`config.mk`:
```
export PLATFORM = sky130hd
export DESIGN_NAME = wdg_top
export DESIGN_NICKNAME = d
export VERILOG_FILES = /design/src/rtl/wdg_pkg.sv /design/src/rtl/wdg_datapath.sv /design/src/rtl/wdg_control.sv /design/src/rtl/wdg_top.sv
export SDC_FILE = /design/constraint.sdc
export NUM_CORES = 1
export LEC_CHECK = 0
export ABC_AREA = 1
export BUFFER_PORTS_ARGS = -buffer_cell sky130_fd_sc_hd__buf_2
export CAP_MARGIN = 30
export CORE_MARGIN = 5
export CORE_UTILIZATION = 60
export CTS_CLUSTER_SIZE = 14
export DETAILED_ROUTE_END_ITERATION = 7
export PLACE_DENSITY = 0.79
export SYNTH_ARGS = -nofsm -noshare
export SYNTH_HDL_FRONTEND = slang
export SYNTH_SLANG_ARGS = --single-unit
```
`constraint.sdc`:
```
create_clock -name clk -period 4.1 [get_ports clk]
set_clock_uncertainty 0.15 [all_clocks]
set_input_delay 0.82 -clock clk [delete_from_list [all_inputs] [get_ports clk]]
set_output_delay 0.82 -clock clk [all_outputs]
set_load 0.01 [all_outputs]
```
`src/rtl/wdg_pkg.sv`:
```
package wdg_pkg;
  localparam int NUM_STG = 4;
  localparam int STG_W   = 2;
  localparam int ADDR_W  = 4;

  localparam logic [ADDR_W-1:0] A_CTRL = 4'd0;
  localparam logic [ADDR_W-1:0] A_PRE  = 4'd1;
  localparam int                A_THR0 = 2;
  localparam logic [ADDR_W-1:0] A_FEED = 4'd6;
  localparam logic [ADDR_W-1:0] A_KEY  = 4'd7;
  localparam logic [ADDR_W-1:0] A_ICLR = 4'd8;

  typedef enum logic [1:0] {
    ACT_OFF = 2'd0,
    ACT_IRQ = 2'd1,
    ACT_CPU = 2'd2,
    ACT_SYS = 2'd3
  } act_e;

  typedef struct packed {
    logic                      irqEn;
    logic [2:0]                sysLen;
    logic [2:0]                cpuLen;
    logic [NUM_STG-1:0][1:0]   act;
    logic                      en;
  } cfg_t;

  localparam int   CFG_W   = $bits(cfg_t);
  localparam cfg_t CFG_RST = '{irqEn: 1'b0, sysLen: 3'd7, cpuLen: 3'd7, act: '0, en: 1'b0};

  // control -> datapath
  typedef struct packed {
    logic clrAll;
    logic clrTick;
    logic setIrq;
    logic fireCpu;
    logic fireSys;
    logic dropEn;
  } strobe_t;

  // datapath -> control
  typedef struct packed {
    logic enabled;
    logic feed;
    logic expired;
    act_e curAct;
  } status_t;
endpackage

```
`src/rtl/wdg_datapath.sv`:
```
module wdg_datapath
  import wdg_pkg::*;
#(
  parameter int          DATA_W   = 32,
  parameter int          TH_W     = 32,
  parameter int          PRE_W    = 16,
  parameter int          RST_UNIT = 4,
  parameter logic [31:0] KEY      = 32'hA5C3_0F1E
) (
  input  logic              clk,
  input  logic              rstN,
  input  logic              wrEn,
  input  logic [ADDR_W-1:0] wrAddr,
  input  logic [DATA_W-1:0] wrData,
  input  logic [ADDR_W-1:0] rdAddr,
  output logic [DATA_W-1:0] rdData,
  input  strobe_t           strb,
  input  logic [STG_W-1:0]  stage,
  output status_t           st,
  output logic              irq,
  output logic              cpuRst,
  output logic              sysRst
);
  localparam int PULSE_MAX = 8 * RST_UNIT;
  localparam int PULSE_W   = $clog2(PULSE_MAX + 1);

  logic              unlocked;
  cfg_t              cfg;
  logic [PRE_W-1:0]  pre, preCnt, preLim;
  logic [TH_W-1:0]   thr [NUM_STG];
  logic [TH_W-1:0]   tickCnt, thrCur;
  logic              tick, expired, cfgWr, clrHit;
  logic              irqRaw;
  logic [PULSE_W-1:0] cpuCnt, sysCnt;

  assign cfgWr  = wrEn && unlocked;
  assign clrHit = wrEn && (wrAddr == A_ICLR) && wrData[0];

  function automatic logic [PULSE_W-1:0] lenCycles(input logic [2:0] len);
    return PULSE_W'((int'(len) + 1) * RST_UNIT);
  endfunction

  // key register: always writable
  always_ff @(posedge clk or negedge rstN) begin
    if (!rstN) unlocked <= 1'b0;
    else if (wrEn && wrAddr == A_KEY) unlocked <= (wrData[31:0] == KEY);
  end

  // protected control and prescale registers; hardware may drop enable
  always_ff @(posedge clk or negedge rstN) begin
    if (!rstN) begin
      cfg <= CFG_RST;
      pre <= PRE_W'(1);
    end else begin
      if (cfgWr && wrAddr == A_CTRL) cfg <= cfg_t'(wrData[CFG_W-1:0]);
      if (cfgWr && wrAddr == A_PRE)  pre <= wrData[PRE_W-1:0];
      if (strb.dropEn)               cfg.en <= 1'b0;
    end
  end

  // per-stage thresholds
  for (genvar g = 0; g < NUM_STG; g++) begin : gThr
    localparam logic [ADDR_W-1:0] THR_ADDR = ADDR_W'(A_THR0 + g);
    always_ff @(posedge clk or negedge rstN) begin
      if (!rstN) thr[g] <= '0;
      else if (cfgWr && wrAddr == THR_ADDR) thr[g] <= wrData[TH_W-1:0];
    end
  end

  // prescaler
  assign preLim = (pre == '0) ? '0 : pre - 1'b1;
  assign tick   = cfg.en && (preCnt == preLim);

  always_ff @(posedge clk or negedge rstN) begin
    if (!rstN)            preCnt <= '0;
    else if (strb.clrAll) preCnt <= '0;
    else if (cfg.en)      preCnt <= tick ? '0 : preCnt + 1'b1;
  end

  // tick counter and threshold compare
  assign thrCur  = thr[stage];
  assign expired = tick && (({1'b0, tickCnt} + 1'b1) >= {1'b0, thrCur});

  always_ff @(posedge clk or negedge rstN) begin
    if (!rstN)                           tickCnt <= '0;
    else if (strb.clrAll || strb.clrTick) tickCnt <= '0;
    else if (tick)                       tickCnt <= tickCnt + 1'b1;
  end

  // sticky interrupt flag, set wins over clear
  always_ff @(posedge clk or negedge rstN) begin
    if (!rstN)            irqRaw <= 1'b0;
    else if (strb.setIrq) irqRaw <= 1'b1;
    else if (clrHit)      irqRaw <= 1'b0;
  end
  assign irq = irqRaw & cfg.irqEn;

  // reset pulse stretchers
  always_ff @(posedge clk or negedge rstN) begin
    if (!rstN) begin
      cpuCnt <= '0;
      sysCnt <= '0;
    end else begin
      if (strb.fireCpu)      cpuCnt <= lenCycles(cfg.cpuLen);
      else if (cpuCnt != '0) cpuCnt <= cpuCnt - 1'b1;
      if (strb.fireSys)      sysCnt <= lenCycles(cfg.sysLen);
      else if (sysCnt != '0) sysCnt <= sysCnt - 1'b1;
    end
  end
  assign cpuRst = (cpuCnt != '0);
  assign sysRst = (sysCnt != '0);

  assign st.enabled = cfg.en;
  assign st.feed    = wrEn && (wrAddr == A_FEED);
  assign st.expired = expired;
  assign st.curAct  = act_e'(cfg.act[stage]);

  // read mux
  always_comb begin
    rdData = '0;
    case (rdAddr)
      A_CTRL:  rdData = DATA_W'(cfg);
      A_PRE:   rdData = DATA_W'(pre);
      A_KEY:   rdData = DATA_W'(unlocked);
      A_ICLR:  rdData = DATA_W'(irqRaw);
      default: rdData = '0;
    endcase
    for (int i = 0; i < NUM_STG; i++)
      if (rdAddr == ADDR_W'(A_THR0 + i)) rdData = DATA_W'(thr[i]);
  end

  // locked writes leave the control register alone
  p_lock_guard_r2: assert property (@(posedge clk) disable iff (!rstN)
    (wrEn && !unlocked && wrAddr == A_CTRL && !strb.dropEn) |=> (cfg == $past(cfg)));

  // interrupt flag stays until an explicit clear
  p_irq_sticky_r5: assert property (@(posedge clk) disable iff (!rstN)
    (irqRaw && !clrHit) |=> irqRaw);

  // a reset action halts the watchdog
  p_rst_halts_r6: assert property (@(posedge clk) disable iff (!rstN)
    (strb.fireCpu || strb.fireSys) |=> !cfg.en);

  // cpu reset pulse only starts from a cpu reset action
  p_cpu_origin_r6: assert property (@(posedge clk) disable iff (!rstN)
    $rose(cpuRst) |-> $past(strb.fireCpu));

  p_sys_origin_r6: assert property (@(posedge clk) disable iff (!rstN)
    $rose(sysRst) |-> $past(strb.fireSys));
endmodule

```
`src/rtl/wdg_control.sv`:
```
module wdg_control
  import wdg_pkg::*;
(
  input  logic             clk,
  input  logic             rstN,
  input  status_t          st,
  output strobe_t          strb,
  output logic [STG_W-1:0] stage
);
  logic [STG_W-1:0] stageNext;

  always_comb begin
    strb      = '0;
    stageNext = stage;
    if (!st.enabled) begin
      strb.clrAll = 1'b1;
      stageNext   = '0;
    end else if (st.feed) begin
      strb.clrAll = 1'b1;
      stageNext   = '0;
    end else if (st.expired) begin
      strb.clrTick = 1'b1;
      stageNext    = stage + 1'b1;
      case (st.curAct)
        ACT_IRQ: strb.setIrq = 1'b1;
        ACT_CPU: begin
          strb.fireCpu = 1'b1;
          strb.dropEn  = 1'b1;
          stageNext    = '0;
        end
        ACT_SYS: begin
          strb.fireSys = 1'b1;
          strb.dropEn  = 1'b1;
          stageNext    = '0;
        end
        default: ;
      endcase
    end
  end

  always_ff @(posedge clk or negedge rstN) begin
    if (!rstN) stage <= '0;
    else       stage <= stageNext;
  end

  p_feed_restart_r7: assert property (@(posedge clk) disable iff (!rstN)
    (st.enabled && st.feed) |=> (stage == '0));

  p_stage_step_r3: assert property (@(posedge clk) disable iff (!rstN)
    (st.enabled && !st.feed && st.expired && (st.curAct == ACT_OFF || st.curAct == ACT_IRQ))
      |=> (stage == STG_W'($past(stage) + 1'b1)));

  p_idle_hold_r8: assert property (@(posedge clk) disable iff (!rstN)
    !st.enabled |=> (stage == '0));
endmodule

```
`src/rtl/wdg_top.sv`:
```
module wdg_top
  import wdg_pkg::*;
#(
  parameter int          DATA_W   = 32,
  parameter int          TH_W     = 32,
  parameter int          PRE_W    = 16,
  parameter int          RST_UNIT = 4,
  parameter logic [31:0] KEY      = 32'hA5C3_0F1E
) (
  input  logic              clk,
  input  logic              rstN,
  input  logic              wrEn,
  input  logic [3:0]        wrAddr,
  input  logic [DATA_W-1:0] wrData,
  input  logic [3:0]        rdAddr,
  output logic [DATA_W-1:0] rdData,
  output logic              irq,
  output logic              cpuRst,
  output logic              sysRst
);
  strobe_t          strb;
  status_t          st;
  logic [STG_W-1:0] stage;

  wdg_datapath #(
    .DATA_W(DATA_W), .TH_W(TH_W), .PRE_W(PRE_W), .RST_UNIT(RST_UNIT), .KEY(KEY)
  ) uDp (
    .clk(clk), .rstN(rstN), .wrEn(wrEn), .wrAddr(wrAddr), .wrData(wrData),
    .rdAddr(rdAddr), .rdData(rdData), .strb(strb), .stage(stage), .st(st),
    .irq(irq), .cpuRst(cpuRst), .sysRst(sysRst)
  );

  wdg_control uCtl (
    .clk(clk), .rstN(rstN), .st(st), .strb(strb), .stage(stage)
  );
endmodule

```
==> results.toml <==
[status]
status = "finished clean"

[synthesis]
syn-cell-area_sq_um = 13400
async_flop_share = 1.00
synthMostInstantiatedCell = "nand2_1"
synth.top_cell.area_share = 0.407
ys_ff_latch = 224
synth_ff_type = "dfrtp_1"
ys_seq_area_frac = 0.420
synth_edf_count = 0
synth_cell_types = 48
mappedNetlistNets = 1857
synth_cells = 1774
syn_avg_cell_area_sq_um = 7.53
yosysTopAreaCell = "dfrtp_1"
synth_area_leaders = "dfrtp_1 (41%), nand2_1 (14%), o21ai_0 (9.1%)"
synth_common_cells = "nand2_1 (481), o21ai_0 (244), dfrtp_1 (217), inv_1 (179), nor2_1 (125)"
synth_warnings = 0

[clock_tree]
clk_pin_slew_ps = 60
cts_root_buffer = "clkbuf_16"
cts_tree = "built"
clock-sinks = 224
cts-htree-levels = 1
clk_latency_ps = 550
hold_buffers = 0
cts_buffers = 25
clock_path_buffers = 3

[routing]
viasPerCell = 6.01
routedWlPerCell_um = 18.4
drc = 0
route.antenna.remaining_nets = 0
via_count = 12800
wirelength_um = 39200
dr.pass1.iters = 6
first_iter_violations = 1262

[die]
die_y_um = 159
fp-row-count = 54
start_util = 0.610
io_pins = 78
die_area_sq_um = 25300
die_w_um = 159
coreArea_sq_um = 21900

[timing]
tightest_slew_ps = 1000
period_share = 0.948
final-setup-viol-count = 0
final.setup.tns_ps = 0
relSlewSlack = 0.330
max_freq_mhz = 257
fin_crit_ps = 3890
worst_slack_ps = 214
slew_viol_final = 0
hold_ws_ps = 155
hold_viol = 0

[placement]
dp_hpwl_um = 27200
place_ws_ps = 5.94
port_buffers = 77
gp_congestion = 0.932

[global_routing]
grt_overflow_total = 0
antenna_found_initial = 0
grt_max_degree = 101
grt_pass1_wl_um = 63200
grt_pass1_vias = 11800
grt_usage = 0.300

[power]
power_density_nw_per_um2 = 317
max-vdd-ir-drop_mv = 0.401
p_sw_frac = 0.217
internal_power_w = 0.00372
netSwitchingPower_w = 0.00103
power_leakage_nw = 7.00
p_seq_frac = 0.466
clockPowerShare = 0.504
power_w = 0.00474
comb_power_share = 0.030

[finish]
final_util = 0.684
antenna_cells = 0
fillCellCount = 1838
finalNetCount = 1913
area_growth_pct = 12.1
drive_gt1_frac = 0.115

[worst_setup_path]
crit_path_start_kind = "flop"
crit_required_ps = 4390
critPathArrivalTime_ps = 4180
critPathKind = "flop to flop"
crit_fanout = 19
end_kind = "flop"

[min_path]
min_path_type = "primary input to asynchronous set/reset pin"

[job]
drv_cap = 0
## critical path: stages, from the launching register on
cell,delay (ps)
dfrtp_2,430
ha_1,210
nand2_1,70
nor2_2,140
inv_1,60
nor2_1,120
nand2_1,90
nor4_2,140
buf_4,160
nand4_1,160
buf_4,190
xor2_1,220
ha_1,300
a21oi_1,140
o21ai_0,100
a21oi_1,130
nor2_1,70
nor2_1,110
nand4_1,140
inv_2,190
buf_6,230
nand4_1,110
o21ai_1,110
## kinds of logic after synthesis
group / Yosys count / synth area share
xor+xnor: 49 / 0.0321
mux: 1 / 0.00169
fa+ha+maj: 40 / 0.0375
compound gates: 381 / 0.162
simple gates: 815 / 0.268
buf+inv: 264 / 0.0790
flops: 224 / 0.420
## layer usage
layer / up-vias / routed length, um / global-route usage / share of wire
met2: 606 / 17600 / 0.454 / 0.45
li1: 6022 / - / - / -
met1: 6060 / 16700 / 0.438 / 0.43
met3: 92 / 3660 / 0.0608 / 0.093
met4: 0 / 1270 / 0.0946 / 0.032
met5: - / 0 / 0 / 0
## power groups by stage
stage          Combinational [W]  Sequential [W]  Clock, W
2_1_floorplan          0.0000373         0.00225         0
3_3_place_gp            0.000139         0.00225         0
3_5_place_dp            0.000141         0.00225         0
4_1_cts                 0.000142         0.00221   0.00243
5_1_grt                 0.000158         0.00221   0.00252
6_report                0.000141         0.00221   0.00239
## through the flow
stage               cell area (sq um)  instances
floorplan                       13400       1774
global placement                14000       2079
detailed placement              14000       2081
CTS                             14900       2126
global route                    15000       2128
finish                          15000       2128
## what timing repair did
item                       CTS  global route
gates resized for setup      1            16
setup endpoints to repair    1            48
setup buffers                0             1
pin swaps                    0             2
cloned                       0             1
## sequential cells by signal, summed over array words and instances (netlist names), 2 cells and up
name         count
uDp.cfg         15
uDp.pre         16
uCtl.stage       2
uDp.thr        128
uDp.tickCnt     32
uDp.sysCnt       6
uDp.preCnt      16
uDp.cpuCnt       6
## path summary, 6_finish.rpt
| kind | to | cells after the start | startpoint | slack [ps] |
|---|---|---|---|---|
| setup / recovery | uDp.tickCnt[19] | 22 | uDp.tickCnt[0] | 210 |
| hold / removal | uDp.thr[50] | 1 | rstN | 160 |
| min in group clk | uDp.thr[123] | 2 | uDp.thr[123] | 340 |
| max in group asynchronous | uDp.thr[81] | 2 | rstN | 2670 |
| hold reg to reg | uDp.thr[123] | 2 | uDp.thr[123] | 340 |
| setup reg to reg | uDp.tickCnt[19] | 22 | uDp.tickCnt[0] | 210 |
## placed cells by master, fill, tap and decap left out, types with 13 or more instances in the layout
master,synthesis,layout
nand2_1,481,479
buf_2,3,76
o21ai_1,12,14
nor2_2,12,14
o21ai_0,244,240
buf_4,2,26
xor2_1,41,40
nor2_1,125,122
nand3_1,80,80
dfrtp_1,217,215
a221oi_1,13,13
nand4_1,65,65
ha_1,40,40
clkbuf_16,0,25
a32o_1,15,15
a21oi_1,65,65
inv_1,179,179
## final cells by class
type                            count  area (sq um)  area share
Multi-Input combinational cell   1287          6770       0.452
Sequential cell                   224          5620       0.375
Clock buffer                       40           732      0.0489
Inverter                          185           694      0.0464
Timing Repair Buffer              107           669      0.0447
Tap cell                          280           350      0.0234
Clock inverter                      5           140     0.00936
Power figures use the tool's default switching activity.
